===== src/rtl/cif_pkg.sv =====
// Package: shared constants and register offsets for the acknowledge interface.
// Assumes a 10-bit interrupt ID space, with 1023 reserved as the "nothing" code.
package cif_pkg;
    localparam int ID_W      = 10;
    localparam int PRIO_W    = 8;
    localparam int DATA_W    = 32;
    localparam int ADDR_W    = 2;
    localparam logic [ID_W-1:0] SPURIOUS_ID = 10'd1023;
    localparam logic [ID_W-1:0] MAX_REAL_ID = 10'd1020;

    typedef enum logic [ADDR_W-1:0] {
        REG_CTRL = 2'd0,
        REG_MASK = 2'd1,
        REG_ACK  = 2'd2,
        REG_DONE = 2'd3
    } reg_off_e;
endpackage


===== src/rtl/cif_regs.sv =====
// Module: holds the enable bit and the priority threshold, and serves their read-back.
// Assumes single-cycle accesses; the acknowledge and completion offsets are decoded elsewhere.
module cif_regs
    import cif_pkg::*;
(
    input  logic              clk,
    input  logic              rst_n,
    input  logic              wr_ctrl,
    input  logic              wr_mask,
    input  logic [DATA_W-1:0] wdata,
    output logic              en_q,
    output logic [PRIO_W-1:0] mask_q,
    output logic [DATA_W-1:0] ctrl_rd,
    output logic [DATA_W-1:0] mask_rd
);
    // Register updates for the enable and threshold fields.
    always_ff @(posedge clk) begin
        if (!rst_n) begin
            en_q   <= 1'b0;
            mask_q <= '0;
        end else begin
            if (wr_ctrl) en_q   <= wdata[0];
            if (wr_mask) mask_q <= wdata[PRIO_W-1:0];
        end
    end

    // Read-back values with unused bits held at zero.
    always_comb begin
        ctrl_rd = {{(DATA_W-1){1'b0}}, en_q};
        mask_rd = {{(DATA_W-PRIO_W){1'b0}}, mask_q};
    end
endmodule


===== src/rtl/cif_active.sv =====
// Module: one in-service bit per tracked ID, set on acknowledge and cleared on completion.
// Assumes callers never set an ID at or above NUM_IDS; padding bits stay zero.
module cif_active
    import cif_pkg::*;
#(
    parameter int NUM_IDS = 128
) (
    input  logic            clk,
    input  logic            rst_n,
    input  logic            set_en,
    input  logic [ID_W-1:0] set_id,
    input  logic            clr_en,
    input  logic [ID_W-1:0] clr_id,
    input  logic [ID_W-1:0] look_id,
    output logic            look_hit
);
    localparam int IDX_W = (NUM_IDS > 1) ? $clog2(NUM_IDS) : 1;
    localparam int SLOTS = 1 << IDX_W;

    logic [SLOTS-1:0] active_q;

    // One flop per slot; slots past NUM_IDS are tied off.
    for (genvar g = 0; g < SLOTS; g++) begin : g_slot
        if (g < NUM_IDS) begin : g_live
            // Set wins over clear when both name the same slot in one cycle.
            always_ff @(posedge clk) begin
                if (!rst_n)
                    active_q[g] <= 1'b0;
                else if (set_en && set_id == ID_W'(g))
                    active_q[g] <= 1'b1;
                else if (clr_en && clr_id == ID_W'(g))
                    active_q[g] <= 1'b0;
            end
        end else begin : g_pad
            assign active_q[g] = 1'b0;
        end
    end

    // Look up whether the presented ID is in service; out-of-range IDs read as free.
    always_comb begin
        if (look_id < ID_W'(NUM_IDS))
            look_hit = active_q[look_id[IDX_W-1:0]];
        else
            look_hit = 1'b0;
    end
endmodule


===== src/rtl/cif_signal.sv =====
// Module: decides whether the candidate may be signalled and drives the registered request line.
// Assumes the candidate is stable for the cycle it is evaluated in.
module cif_signal
    import cif_pkg::*;
#(
    parameter int NUM_IDS = 128
) (
    input  logic              clk,
    input  logic              rst_n,
    input  logic              en,
    input  logic [PRIO_W-1:0] mask,
    input  logic              cand_valid,
    input  logic [ID_W-1:0]   cand_id,
    input  logic [PRIO_W-1:0] cand_prio,
    input  logic              cand_busy,
    input  logic              ack_now,
    output logic              eligible,
    output logic              irq_q
);
    logic id_ok;

    // Eligibility: enabled, urgent enough, a real tracked ID, and not already in service.
    always_comb begin
        id_ok    = (cand_id <= MAX_REAL_ID) && (cand_id < ID_W'(NUM_IDS));
        eligible = en && cand_valid && id_ok && !cand_busy && (cand_prio < mask);
    end

    // Request line: registered, forced low in the cycle after an acknowledge.
    always_ff @(posedge clk) begin
        if (!rst_n) irq_q <= 1'b0;
        else        irq_q <= eligible && !ack_now;
    end
endmodule


===== src/rtl/cif_top.sv =====
// Module: per-processor acknowledge interface; decodes the register bus and links the parts.
// Assumes one-cycle bus accesses with read data consumed in the same cycle.
module cif_top
    import cif_pkg::*;
#(
    parameter int NUM_IDS = 128
) (
    input  logic        clk,
    input  logic        rst_n,
    input  logic        cand_valid_i,
    input  logic [9:0]  cand_id_i,
    input  logic [7:0]  cand_prio_i,
    input  logic        bus_en_i,
    input  logic        bus_we_i,
    input  logic [1:0]  bus_addr_i,
    input  logic [31:0] bus_wdata_i,
    output logic [31:0] bus_rdata_o,
    output logic        irq_o,
    output logic        ack_valid_o,
    output logic [9:0]  ack_id_o
);
    logic              wr_ctrl, wr_mask, wr_done, rd_ack;
    logic              en_q, eligible, busy, ack_now;
    logic [PRIO_W-1:0] mask_q;
    logic [DATA_W-1:0] ctrl_rd, mask_rd;
    logic [ID_W-1:0]   ack_val;

    // Bus decode into per-register strobes.
    always_comb begin
        wr_ctrl = bus_en_i &&  bus_we_i && bus_addr_i == REG_CTRL;
        wr_mask = bus_en_i &&  bus_we_i && bus_addr_i == REG_MASK;
        wr_done = bus_en_i &&  bus_we_i && bus_addr_i == REG_DONE;
        rd_ack  = bus_en_i && !bus_we_i && bus_addr_i == REG_ACK;
        ack_now = rd_ack && eligible;
        ack_val = eligible ? cand_id_i : SPURIOUS_ID;
    end

    cif_regs u_regs (
        .clk(clk), .rst_n(rst_n), .wr_ctrl(wr_ctrl), .wr_mask(wr_mask),
        .wdata(bus_wdata_i), .en_q(en_q), .mask_q(mask_q),
        .ctrl_rd(ctrl_rd), .mask_rd(mask_rd)
    );

    cif_active #(.NUM_IDS(NUM_IDS)) u_act (
        .clk(clk), .rst_n(rst_n),
        .set_en(ack_now), .set_id(cand_id_i),
        .clr_en(wr_done), .clr_id(bus_wdata_i[ID_W-1:0]),
        .look_id(cand_id_i), .look_hit(busy)
    );

    cif_signal #(.NUM_IDS(NUM_IDS)) u_sig (
        .clk(clk), .rst_n(rst_n), .en(en_q), .mask(mask_q),
        .cand_valid(cand_valid_i), .cand_id(cand_id_i), .cand_prio(cand_prio_i),
        .cand_busy(busy), .ack_now(ack_now), .eligible(eligible), .irq_q(irq_o)
    );

    // Read-data mux; write-only and unused offsets read as zero.
    always_comb begin
        unique case (bus_addr_i)
            REG_CTRL: bus_rdata_o = ctrl_rd;
            REG_MASK: bus_rdata_o = mask_rd;
            REG_ACK:  bus_rdata_o = {{(DATA_W-ID_W){1'b0}}, ack_val};
            default:  bus_rdata_o = '0;
        endcase
    end

    // Acknowledge notification to the distributor.
    always_comb begin
        ack_valid_o = ack_now;
        ack_id_o    = cand_id_i;
    end
endmodule


===== config.mk =====
export PLATFORM = sky130hd
export DESIGN_NAME = cif_top
export DESIGN_NICKNAME = d
export VERILOG_FILES = /design/src/rtl/cif_pkg.sv /design/src/rtl/cif_regs.sv /design/src/rtl/cif_active.sv /design/src/rtl/cif_signal.sv /design/src/rtl/cif_top.sv
export SDC_FILE = /design/constraint.sdc
export NUM_CORES = 1
export LEC_CHECK = 0
export BUFFER_PORTS_ARGS = -buffer_cell sky130_fd_sc_hd__buf_4
export CORE_MARGIN = 3
export CORE_UTILIZATION = 48
export CTS_CLUSTER_SIZE = 10
export DETAILED_ROUTE_END_ITERATION = 16
export PLACE_DENSITY = 0.74
export SLEW_MARGIN = 20
export SYNTH_ARGS = -nofsm -noshare
export SYNTH_HDL_FRONTEND = slang
export SYNTH_SLANG_ARGS = --single-unit

===== constraint.sdc =====
create_clock -name clk -period 3.2 [get_ports clk]
set_input_delay 0.48 -clock clk [delete_from_list [all_inputs] [get_ports clk]]
set_output_delay 0.48 -clock clk [all_outputs]
set_load 0.005 [all_outputs]

Word-level counts from Yosys, hierarchy flattened
Cells that the tools add are included.
{"block": "word_totals", "reg_bits": 138, "in_bits": 57, "out_inout_bits": 44}
{"block": "op_classes", "order_cmp": 4, "n_eq_ne": 257, "n_mux": 261, "reduce_logical": 403}
{"op": "== test 10 x 7 -> 1 bit, second input constant", "count": 128}
{"op": "== test 10 x 6 -> 1 bit, second input constant", "count": 64}
{"op": "== test 10 x 5 -> 1 bit, second input constant", "count": 32}
{"op": "logical AND 1 bit", "count": 269}
{"op": "two-way mux 1 bit", "count": 258}
{"op": "nonzero test 2 bit", "count": 128}
{"op": "== test 10 x 4 -> 1 bit, second input constant", "count": 16}
{"op": "== test 10 x 3 -> 1 bit, second input constant", "count": 8}
{"op": "== test 10 x 2 -> 1 bit, second input constant", "count": 4}
{"op": "case mux 10 bit (3 select lines)", "count": 1}
{"op": "== test 10 x 1 -> 1 bit, second input constant", "count": 2}
{"op": "zero test 10 bit", "count": 2}
{"op": "<= comparator 10 bit, second input constant", "count": 1}
{"op": "less-than comparator 10 x 8 -> 1 bit, second input constant", "count": 1}
{"op": "two-way mux 10 bit", "count": 1}
{"op": "less-than comparator 7 x 8 -> 1 bit, second input constant", "count": 1}
{"op": "less-than comparator 8 bit", "count": 1}
{"op": "binary-select mux 1 bit (select 7 bit)", "count": 1}
{"op": "== test 2 bit, second input constant", "count": 2}
{"op": "zero test 1 bit", "count": 3}
{"op": "== test 2 x 1 -> 1 bit, second input constant", "count": 1}
{"op": "zero test 2 bit", "count": 1}

Longest topological paths before layout
Gate-level depths: netlist (run 1).
{"block": "logic_depth", "word_depth": 9, "mapped_depth": 14}

By module
A second synthesis (run 1) with hierarchy kept.
{"block": "hier_totals", "cells_unflattened": 1007, "area_unflattened_um2": 8399.3}
{"module": "cif_active", "instances": 1, "cells_per_inst": 772, "area_per_inst_um2": 6528.8, "seq_area_each_um2": 2562.5}
{"module": "cif_regs", "instances": 1, "cells_per_inst": 93, "area_per_inst_um2": 822.0, "seq_area_each_um2": 180.2}
{"module": "cif_top", "instances": 1, "cells_per_inst": 112, "area_per_inst_um2": 812.0, "seq_area_each_um2": 0.0}
{"module": "cif_signal", "instances": 1, "cells_per_inst": 30, "area_per_inst_um2": 236.5, "seq_area_each_um2": 20.0}

Worst setup path after synthesis (run 1)
No wires, ideal clock.
{"block": "synth_timing", "path_type": "in2reg", "startpoint": "input port cand_id_i[0]", "endpoint": "register u_act.active_q[124]", "setup_time_ns": 0.068, "arrival_ns": 2.875, "path_slack_ns": 0.258, "stages": 11, "path_buffers": 5, "path_cell_list": "buf_6 > buf_8 > buf_8 > mux4_2 > mux2i_1 > nor2_1 > or4b_1 > buf_2 > or4_1 > buf_6 > o21ai_2"}
{"block": "synth_between", "elab_chain_len": 9, "elab_cells_between_ends": 15, "classes_between": "2 x order compare; 1 x eq/ne; 4 x mux; 8 x reduce/logical"}
{"element": "from (decl)", "line_no": "cif_top.sv:11", "rtl": "input logic [9:0] cand_id_i,"}
{"element": "binary-select mux 1 bit (select 7 bit)", "line_no": "cif_active.sv:42", "rtl": "look_hit = active_q[look_id[IDX_W-1:0]];"}
{"element": "two-way mux 1 bit (implied by the code)", "line_no": "cif_active.sv:42"}
{"element": "two-way mux 1 bit", "line_no": "cif_active.sv:41", "rtl": "if (look_id < ID_W'(NUM_IDS))"}
{"element": "zero test 1 bit", "line_no": "cif_signal.sv:25", "rtl": "eligible = en && cand_valid && id_ok && !cand_busy && (cand_prio < mask);"}
{"element": "logical AND 1 bit (2 in series)", "line_no": "cif_signal.sv:25"}
{"element": "logical AND 1 bit", "line_no": "cif_top.sv:34", "rtl": "ack_now = rd_ack && eligible;"}
{"element": "logical AND 1 bit (*)", "line_no": "cif_active.sv:29", "rtl": "else if (set_en && set_id == ID_W'(g))"}
{"element": "two-way mux 1 bit / nonzero test 2 bit (equally long branches)"}
{"element": "to (signal, indexed assignment)", "line_no": "cif_active.sv:28", "rtl": "active_q[g] <= 1'b0;"}
{"element": "to (signal, indexed assignment)", "line_no": "cif_active.sv:30", "rtl": "active_q[g] <= 1'b1;"}
{"element": "to (signal, indexed assignment)", "line_no": "cif_active.sv:32", "rtl": "active_q[g] <= 1'b0;"}
{"element": "to (decl)", "line_no": "cif_active.sv:20", "rtl": "logic [SLOTS-1:0] active_q;"}
Every way passes the cells marked *; elsewhere a longest branch is shown, timed or not. The select of a mux whose other input is x is not followed.
A chain may end at the register's enable or synchronous reset.

Worst setup path in the final report (run 1)
{"block": "layout_timing", "startpoint": "input port cand_id_i[2]", "endpoint": "output port bus_rdata_o[0]"}
{"block": "layout_between", "elab_chain_len": 8, "elab_cells_between_ends": 12, "classes_between": "2 x order compare; 5 x mux; 5 x reduce/logical"}
{"element": "binary-select mux 1 bit (select 7 bit)", "line_no": "cif_active.sv:42"}
{"element": "two-way mux 1 bit (implied by the code)", "line_no": "cif_active.sv:42"}
{"element": "two-way mux 1 bit", "line_no": "cif_active.sv:41"}
{"element": "zero test 1 bit", "line_no": "cif_signal.sv:25"}
{"element": "logical AND 1 bit (*) (2 in series)", "line_no": "cif_signal.sv:25"}
{"element": "two-way mux 10 bit (*)", "line_no": "cif_top.sv:35", "rtl": "ack_val = eligible ? cand_id_i : SPURIOUS_ID;"}
{"element": "case mux 10 bit (3 select lines) (*)", "line_no": "cif_top.sv:59", "rtl": "unique case (bus_addr_i)"}
{"element": "to (decl)", "line_no": "cif_top.sv:17", "rtl": "output logic [31:0] bus_rdata_o,"}
Marks and branches as above.

==> results.toml, run 1 <==
[layout]
area_growth_syn_to_layout_pct = 18.76
drive_above_1_share_pct = 19.80
finalCoreUtilization_pct = 59.40
finalNonFillerCells = 1079
finish.net_count = 950
antennaDiodeCount = 0

[synthesis]
synth.yosys.warnings = 0
yosys.area_share.xor_xnor_pct = 0
postSynthRegisterBits = 138
synth_top_cells_by_area = "sky130_fd_sc_hd__dfxtp_1, sky130_fd_sc_hd__o211ai_1, sky130_fd_sc_hd__o21ai_0"
synth_sequential_area_ratio_pct = 39.03
complex_gate_fraction_of_the_synthesized_area_pct = 28.30
synth_cell_types = 47
post-synth-top-count-cell = "sky130_fd_sc_hd__dfxtp_1"
muxShareOfSynthArea_pct = 10.06
count_of_flip_flops_with_a_built_in_enable_after_synthesis = 0
simple_logic_cell_fraction_of_the_synthesized_area_pct = 13.42
async_reset_ff_share_pct = 0
synthCells = 821
synth.top_cell.area_share_pct = 39.03
synthesis.area_mm2 = 0.007078
ranking_of_synthesized_cells_by_instance_count = "sky130_fd_sc_hd__dfxtp_1, sky130_fd_sc_hd__o21ai_0, sky130_fd_sc_hd__o211ai_1"
post_synth.cell_area_avg_um2 = 8.621
synth-adder-area-share_pct = 1.237
combinational_family_with_the_most_area_after_synthesis = "compound AO/OA/AOI/OAI gates"
synthFlopType = "sky130_fd_sc_hd__dfxtp_1"
synth_largest_area_cell = "sky130_fd_sc_hd__dfxtp_1"

[global_routing]
grt_antenna_before_repair = 0
grtUsageMet3_pct = 7.316
pin_count_of_the_biggest_net_entering_global_routing = 66
first_global_vias = 6408
gr-total-overflow = 0
globalRouteMet2Util_pct = 42.49
all_layer_global_routing_usage_pct = 28.03
grt_pass1_wl_mm = 35.56
grt_busiest_layer = "met2"
globalRouteMet1Util_pct = 38.71

[die]
num_io_pins = 101
floorplan.initialDensity_pct = 50.02
row_count = 43
core_area_mm2 = 0.01415
die-area_mm2 = 0.01624
die_h_um = 127.4
die_width_um = 127.4

[power]
power_frac_clock_pct = 49.3
power_density_mw_per_mm2 = 488.6
intPower_mw = 3.122
power_switching_share_pct = 23.99
total_power_mw = 4.107
combinational_power_share_pct = 8.8
power.net_switching_uw = 985.4
leakagePower_nw = 3.034
power.ir.vdd_worst_mv = 0.4057
p_seq_share_pct = 42.0

[timing]
setup-violations-final = 0
setup_skew_ps = 6.381
final_hold_viol_count = 0
worst_hold_slack_ps = 318.8
worst_pin_slew_ps = 762.1
post-route-min-period_ps = 3105
slew_viol_final = 0
setup_tns_ps = 0
layout_worst_path_cycle_share_pct = 97.04
max_freq_mhz = 322.0
slew_headroom_pct = 49.05

[routing]
wl_per_cell_um = 21.09
drtAntennaViolNets = 0
detailedRoute.firstIterationViolations = 905
drt_pass1_iterations = 8
remaining_drc_errors = 0
totalWireLength_mm = 22.76
vias = 6917
routed_via_count_divided_by_cell_count = 6.411

[place]
gp_congestion = 0.9122
place.detailed.instances = 1045
port_buffers = 56
place_hpwl_mm = 15.59

[clock_tree]
cts.sink_count = 138
h-tree-depth = 4
cts_tree = "done"
numCtsBuffers = 17
ctsHoldBuffers = 0
worst_skew_pair.late_latency_ps = 430
clk_root_buffer_cell = "sky130_fd_sc_hd__clkbuf_16"
ctsLongestPathBuffers = 2
cts.clk_slew.worst_paths_ps = 60

[critical_path]
end_kind = "output pin"
timing.setup.critical_path_class = "in -> out"
path_max_fanout = 9
timing.critical_path.from_type = "input pin"
critical_path_arrival_ps = 2630
cp_required_ps = 2720

[run_status]
outcome = "finished, final reports clean"

[job]
max-cap-violations = 0

[hold_path]
hp-class = "in -> reg"
## timing repair
item | 4_1_cts | 5_1_grt
endpoints found under the setup margin | 11 | 20
setup buffers | 0 | 3
resized for setup | 3 | 19
pin swaps | 2 | 7
## sequential cells by signal, indices dropped and copies added, names as in the netlist
| signal | flops |
|---|---|
| u_act.active_q | 128 |
| u_regs.en_q | 1 |
| u_regs.mask_q | 8 |
| u_sig.irq_q | 1 |
## critical path: stages
cell,delay (ps)
sky130_fd_sc_hd__buf_6,120
sky130_fd_sc_hd__buf_6,120
sky130_fd_sc_hd__buf_4,140
sky130_fd_sc_hd__mux4_2,310
sky130_fd_sc_hd__mux2i_1,80
sky130_fd_sc_hd__a211o_1,270
sky130_fd_sc_hd__or4_4,420
sky130_fd_sc_hd__nand4_1,160
sky130_fd_sc_hd__nor2_1,60
sky130_fd_sc_hd__buf_4,160
sky130_fd_sc_hd__a31oi_1,170
sky130_fd_sc_hd__buf_4,130
## cell families (layout without fill, tap and decap cells)
kind of cell / Yosys count / count (layout)
AO/OA/AOI/OAI: 320 / 320
adder cells (fa/ha/maj): 7 / 7
buffers and inverters: 101 / 158
flip-flops: 138 / 138
multiplexers: 61 / 61
other: 1 / 22
AND/OR/NAND/NOR: 193 / 193
## power groups by stage
stage,clock [mW],sequential [mW],combinational [mW]
after floorplan,0,1.76,0.215
after global placement,0,1.76,0.334
after detailed placement,0,1.76,0.336
after CTS,2.03,1.72,0.340
after global routing,2.11,1.72,0.386
final,2.02,1.72,0.361
## final cells by class
type / instances / area (um2)
Clock inverter: 12 / 147.6
Timing Repair Buffer: 114 / 883.3
Clock buffer: 20 / 456.7
Fill cell: 1251 / 5744
Tap cell: 180 / 225.2
Inverter: 12 / 45.04
Sequential cell: 138 / 2764
Multi-Input combinational cell: 603 / 3884
## per-stage QoR
| stage | instance area, um2 | worst slack (ps) |
|---|---|---|
| final | 8406 | 94.80 |
| after floorplan | 7157 | 257.6 |
| after global routing | 8406 | -1.598 |
| after detailed placement | 7709 | -76.11 |
| after CTS | 8325 | 7.465 |
| after global placement | 7709 | -78.96 |
## final timing paths
kind / start / endpoint / slack (ps) / cells after the start
setup / recovery: cand_id_i[2] / bus_rdata_o[0] / 90 / 12
hold / removal: bus_wdata_i[6] / u_regs.mask_q[6] / 320 / 3
setup reg to reg: u_regs.mask_q[1] / u_act.active_q[114] / 240 / 11
hold reg to reg: u_act.active_q[52] / u_act.active_q[52] / 470 / 2
## per-layer routing
| layer | vias up | routed length (um) |
|---|---|---|
| met4 | 0 | 483 |
| met3 | 40 | 2293 |
| met2 | 381 | 10500 |
| met5 | - | 0 |
| met1 | 3334 | 9484 |
| li1 | 3162 | - |
## cells in the final DEF, fill, tap and decap left out, types with 2 or more instances in the layout
master and instances:
sky130_fd_sc_hd__mux4_2 8, sky130_fd_sc_hd__o21ai_2 9, sky130_fd_sc_hd__conb_1 22, sky130_fd_sc_hd__a21oi_2 2, sky130_fd_sc_hd__nor2b_1 9, sky130_fd_sc_hd__a31oi_1 3, sky130_fd_sc_hd__a21o_1 2, sky130_fd_sc_hd__or4b_1 2
sky130_fd_sc_hd__nand4_1 10, sky130_fd_sc_hd__clkinvlp_4 2, sky130_fd_sc_hd__o21ai_1 5, sky130_fd_sc_hd__inv_1 12, sky130_fd_sc_hd__nor3b_1 2, sky130_fd_sc_hd__bufinv_16 3, sky130_fd_sc_hd__nand2b_1 4, sky130_fd_sc_hd__nand2_1 72
sky130_fd_sc_hd__a22oi_2 3, sky130_fd_sc_hd__or2_2 3, sky130_fd_sc_hd__ha_1 7, sky130_fd_sc_hd__a22oi_1 22, sky130_fd_sc_hd__buf_6 4, sky130_fd_sc_hd__and3b_1 2, sky130_fd_sc_hd__clkbuf_16 17, sky130_fd_sc_hd__nor2_1 22
sky130_fd_sc_hd__nand3_1 29, sky130_fd_sc_hd__buf_4 109, sky130_fd_sc_hd__clkinv_4 2, sky130_fd_sc_hd__dfxtp_1 137, sky130_fd_sc_hd__and3_1 4, sky130_fd_sc_hd__a21oi_1 31, sky130_fd_sc_hd__mux2i_1 52, sky130_fd_sc_hd__o21ai_0 125
sky130_fd_sc_hd__or3_1 17, sky130_fd_sc_hd__o211ai_1 111, sky130_fd_sc_hd__clkbuf_8 2, sky130_fd_sc_hd__clkinv_2 5, sky130_fd_sc_hd__nor3_1 6
(Power assumes the default switching activity.)
==> inputs of run 2 (changes only) <==
--- a/config.mk
+++ b/config.mk
@@ -5,12 +5,13 @@
 export SDC_FILE = /design/constraint.sdc
 export NUM_CORES = 1
 export LEC_CHECK = 0
+export ABC_AREA = 1
 export BUFFER_PORTS_ARGS = -buffer_cell sky130_fd_sc_hd__buf_4
 export CORE_MARGIN = 3
 export CORE_UTILIZATION = 48
 export CTS_CLUSTER_SIZE = 10
 export DETAILED_ROUTE_END_ITERATION = 16
-export PLACE_DENSITY = 0.74
+export PLACE_DENSITY = 0.73
 export SLEW_MARGIN = 20
 export SYNTH_ARGS = -nofsm -noshare
 export SYNTH_HDL_FRONTEND = slang
==> run 2 against run 1 <==
Compared with the run above:
- wire length increased by 29%
- count of clock-buffer cells in the layout is 4 higher
- combinational power decreased by 4%
- via count increased by 36%
- fmax rose by 1.4%
- clock skew up 1.9 ps
- final area grew 9.3%
- synthesized area rose by 17%
- sequential cell count unchanged
- core utilization shrank 4.6 points
- setup slack improved by 44 ps
- critical path depth rose by 6
- critical path type unchanged
==> results.toml, run 2 <==
[run_status]
outcome = "finished, final reports clean"

[critical_path]
path_max_fanout = 13
cp_required_ps = 2720
end_kind = "output pin"
rrSetupSlack_ps = 880
critical_path_arrival_ps = 2580
timing.critical_path.from_type = "input pin"
timing.setup.critical_path_class = "in -> out"

[place]
gp_congestion = 0.9391
place_hpwl_mm = 18.25
port_buffers = 56

[routing]
remaining_drc_errors = 0
drt_pass1_iterations = 6
vias = 9441
wl_per_cell_um = 19.49
routed_via_count_divided_by_cell_count = 6.256
totalWireLength_mm = 29.41
detailedRoute.firstIterationViolations = 1394
drtAntennaViolNets = 0

[clock_tree]
ctsLongestPathBuffers = 2
numCtsBuffers = 17
ctsHoldBuffers = 0
clk_root_buffer_cell = "sky130_fd_sc_hd__clkbuf_16"
cts.clk_slew.worst_paths_ps = 60
cts_tree = "done"
cts.sink_count = 138
h-tree-depth = 4
worst_skew_pair.late_latency_ps = 430

[timing]
max_freq_mhz = 326.7
setup_repair_after_global_routing_missed_its_margin = "false"
setup-violations-final = 0
post-route-min-period_ps = 3061
worst_pin_slew_ps = 908.3
setup_skew_ps = 8.262
slew_viol_final = 0
slew_headroom_pct = 39.28
setup_tns_ps = 0
layout_worst_path_cycle_share_pct = 95.66
final_hold_viol_count = 0

[die]
floorplan.initialDensity_pct = 49.47
num_io_pins = 101
die-area_mm2 = 0.01889
die_width_um = 137.4
core_area_mm2 = 0.01676
die_h_um = 137.4
row_count = 47

[global_routing]
gr-total-overflow = 0
grt_antenna_before_repair = 0
grt_pass1_wl_mm = 45.46
pin_count_of_the_biggest_net_entering_global_routing = 98
all_layer_global_routing_usage_pct = 30.75
first_global_vias = 8241

[synthesis]
synthesis.area_mm2 = 0.008292
async_reset_ff_share_pct = 0
ranking_of_synthesized_cells_by_instance_count = "sky130_fd_sc_hd__nand2_1, sky130_fd_sc_hd__o21ai_0, sky130_fd_sc_hd__nand4_1"
synth_cell_types = 22
synth_largest_area_cell = "sky130_fd_sc_hd__dfxtp_1"
synth_top_cells_by_area = "sky130_fd_sc_hd__dfxtp_1, sky130_fd_sc_hd__nand2_1, sky130_fd_sc_hd__nand4_1"
synthCells = 1290
synth_sequential_area_ratio_pct = 33.32
post-synth-top-count-cell = "sky130_fd_sc_hd__nand2_1"
count_of_flip_flops_with_a_built_in_enable_after_synthesis = 0
synth.yosys.warnings = 0
postSynthRegisterBits = 138
synthFlopType = "sky130_fd_sc_hd__dfxtp_1"
post_synth.cell_area_avg_um2 = 6.428
synth.top_cell.area_share_pct = 33.32

[layout]
final_common_cell = "sky130_fd_sc_hd__nand2_1"
max_flop_register = "u_act.active_q"
layout_common_cells = "sky130_fd_sc_hd__nand2_1, sky130_fd_sc_hd__o21ai_0, sky130_fd_sc_hd__nand4_1"
biggestRegsByFlops = "u_act.active_q x128, u_regs.mask_q x8"
max_reg_flops = 128
finish.net_count = 1340
antennaDiodeCount = 0
drive_above_1_share_pct = 9.154
area_growth_syn_to_layout_pct = 10.79

[power]
power.ir.vdd_worst_mv = 0.3831
power_density_mw_per_mm2 = 440.0
leakagePower_nw = 3.276
total_power_mw = 4.042

[hold_path]
hp-class = "in -> reg"

[job]
max-cap-violations = 0
[run 2: cell types whose count changed in the layout (fill, tap and decap cells not counted), sizes merged, moves of 8 or more]
cell	previous run	this run
a21oi	33	142
a22oi	25	0
buf	114	81
inv	12	51
mux2i	52	0
mux4	8	0
nand2	72	311
nand4	10	142
nor2	22	70
nor2b	10	0
nor3	7	112
o211ai	111	0
o21ai	139	147
or3	17	0
[run 2: logic make-up after synthesis]
logic type / after synthesis / share of synthesized area [%]
compound gates: 291 / 17.75
fa+ha+maj: 7 / 1.056
buf+inv: 187 / 11.18
flops: 138 / 33.32
other cells: 1 / 0.04523
simple gates: 666 / 36.65
[run 2: report_power, final]
part           switching (mW)  internal [mW]  total, mW
sequential            0.00315           1.72       1.73
clock                   0.769           1.20       1.97
combinational           0.256         0.0902      0.346
[run 2: worst max-delay path: stages]
cell and delay (ps):
sky130_fd_sc_hd__buf_4 170, sky130_fd_sc_hd__inv_2 130, sky130_fd_sc_hd__buf_12 170, sky130_fd_sc_hd__nand2_1 60, sky130_fd_sc_hd__nand2_1 60, sky130_fd_sc_hd__nand2_1 50, sky130_fd_sc_hd__nand2_1 50, sky130_fd_sc_hd__nand2_1 50
sky130_fd_sc_hd__nand2_1 120, sky130_fd_sc_hd__nor2_1 160, sky130_fd_sc_hd__nor2_1 50, sky130_fd_sc_hd__nor2_1 100, sky130_fd_sc_hd__nand2_1 100, sky130_fd_sc_hd__a21oi_4 220, sky130_fd_sc_hd__nand2_2 150, sky130_fd_sc_hd__o21ai_0 230
sky130_fd_sc_hd__nand2_1 80, sky130_fd_sc_hd__buf_4 140
[run 2: repair_timing]
action | CTS | global route
resized for setup | 0 | 1
setup buffers | 0 | 0
setup endpoints to repair | 0 | 1
[run 2: path summary, 6_finish.rpt]
path	from	cells past startpoint	end
max	cand_id_i[0]	18	bus_rdata_o[1]
min	bus_wdata_i[6]	3	u_regs.mask_q[6]
max reg2reg	u_regs.mask_q[1]	14	u_act.active_q[11]
min reg2reg	u_act.active_q[109]	2	u_act.active_q[109]
[run 2: final cells by class]
cell class                      count  area, um2
Tap cell                          220      275.3
Sequential cell                   138       2763
Clock buffer                       24      481.7
Inverter                           52      196.4
Multi-Input combinational cell    986       4695
Timing Repair Buffer               81      683.2
Clock inverter                      8      92.59
Fill cell                        1693       7574
[run 2: per-stage QoR]
step / utilization, % / cell area (um2) / cells / hold WS, ps / setup WS (ps)
after floorplan: - / 8371 / 1311 / 446.9 / 707.7
after global placement: 51.38 / 8612 / 1477 / 461.5 / 184.0
after detailed placement: 51.38 / 8612 / 1477 / 466.9 / 193.5
after CTS: 54.81 / 9186 / 1509 / 314.0 / 187.3
after global routing: 54.81 / 9186 / 1509 / 344.0 / 12.58
final: 54.81 / 9186 / 1509 / 323.8 / 139.0
[run 2: metal layers]
layer	wire [um]	track usage (%)
met5	0	0
met4	928	12.08
met3	3329	6.465
met2	13130	46.91
met1	12020	42.44
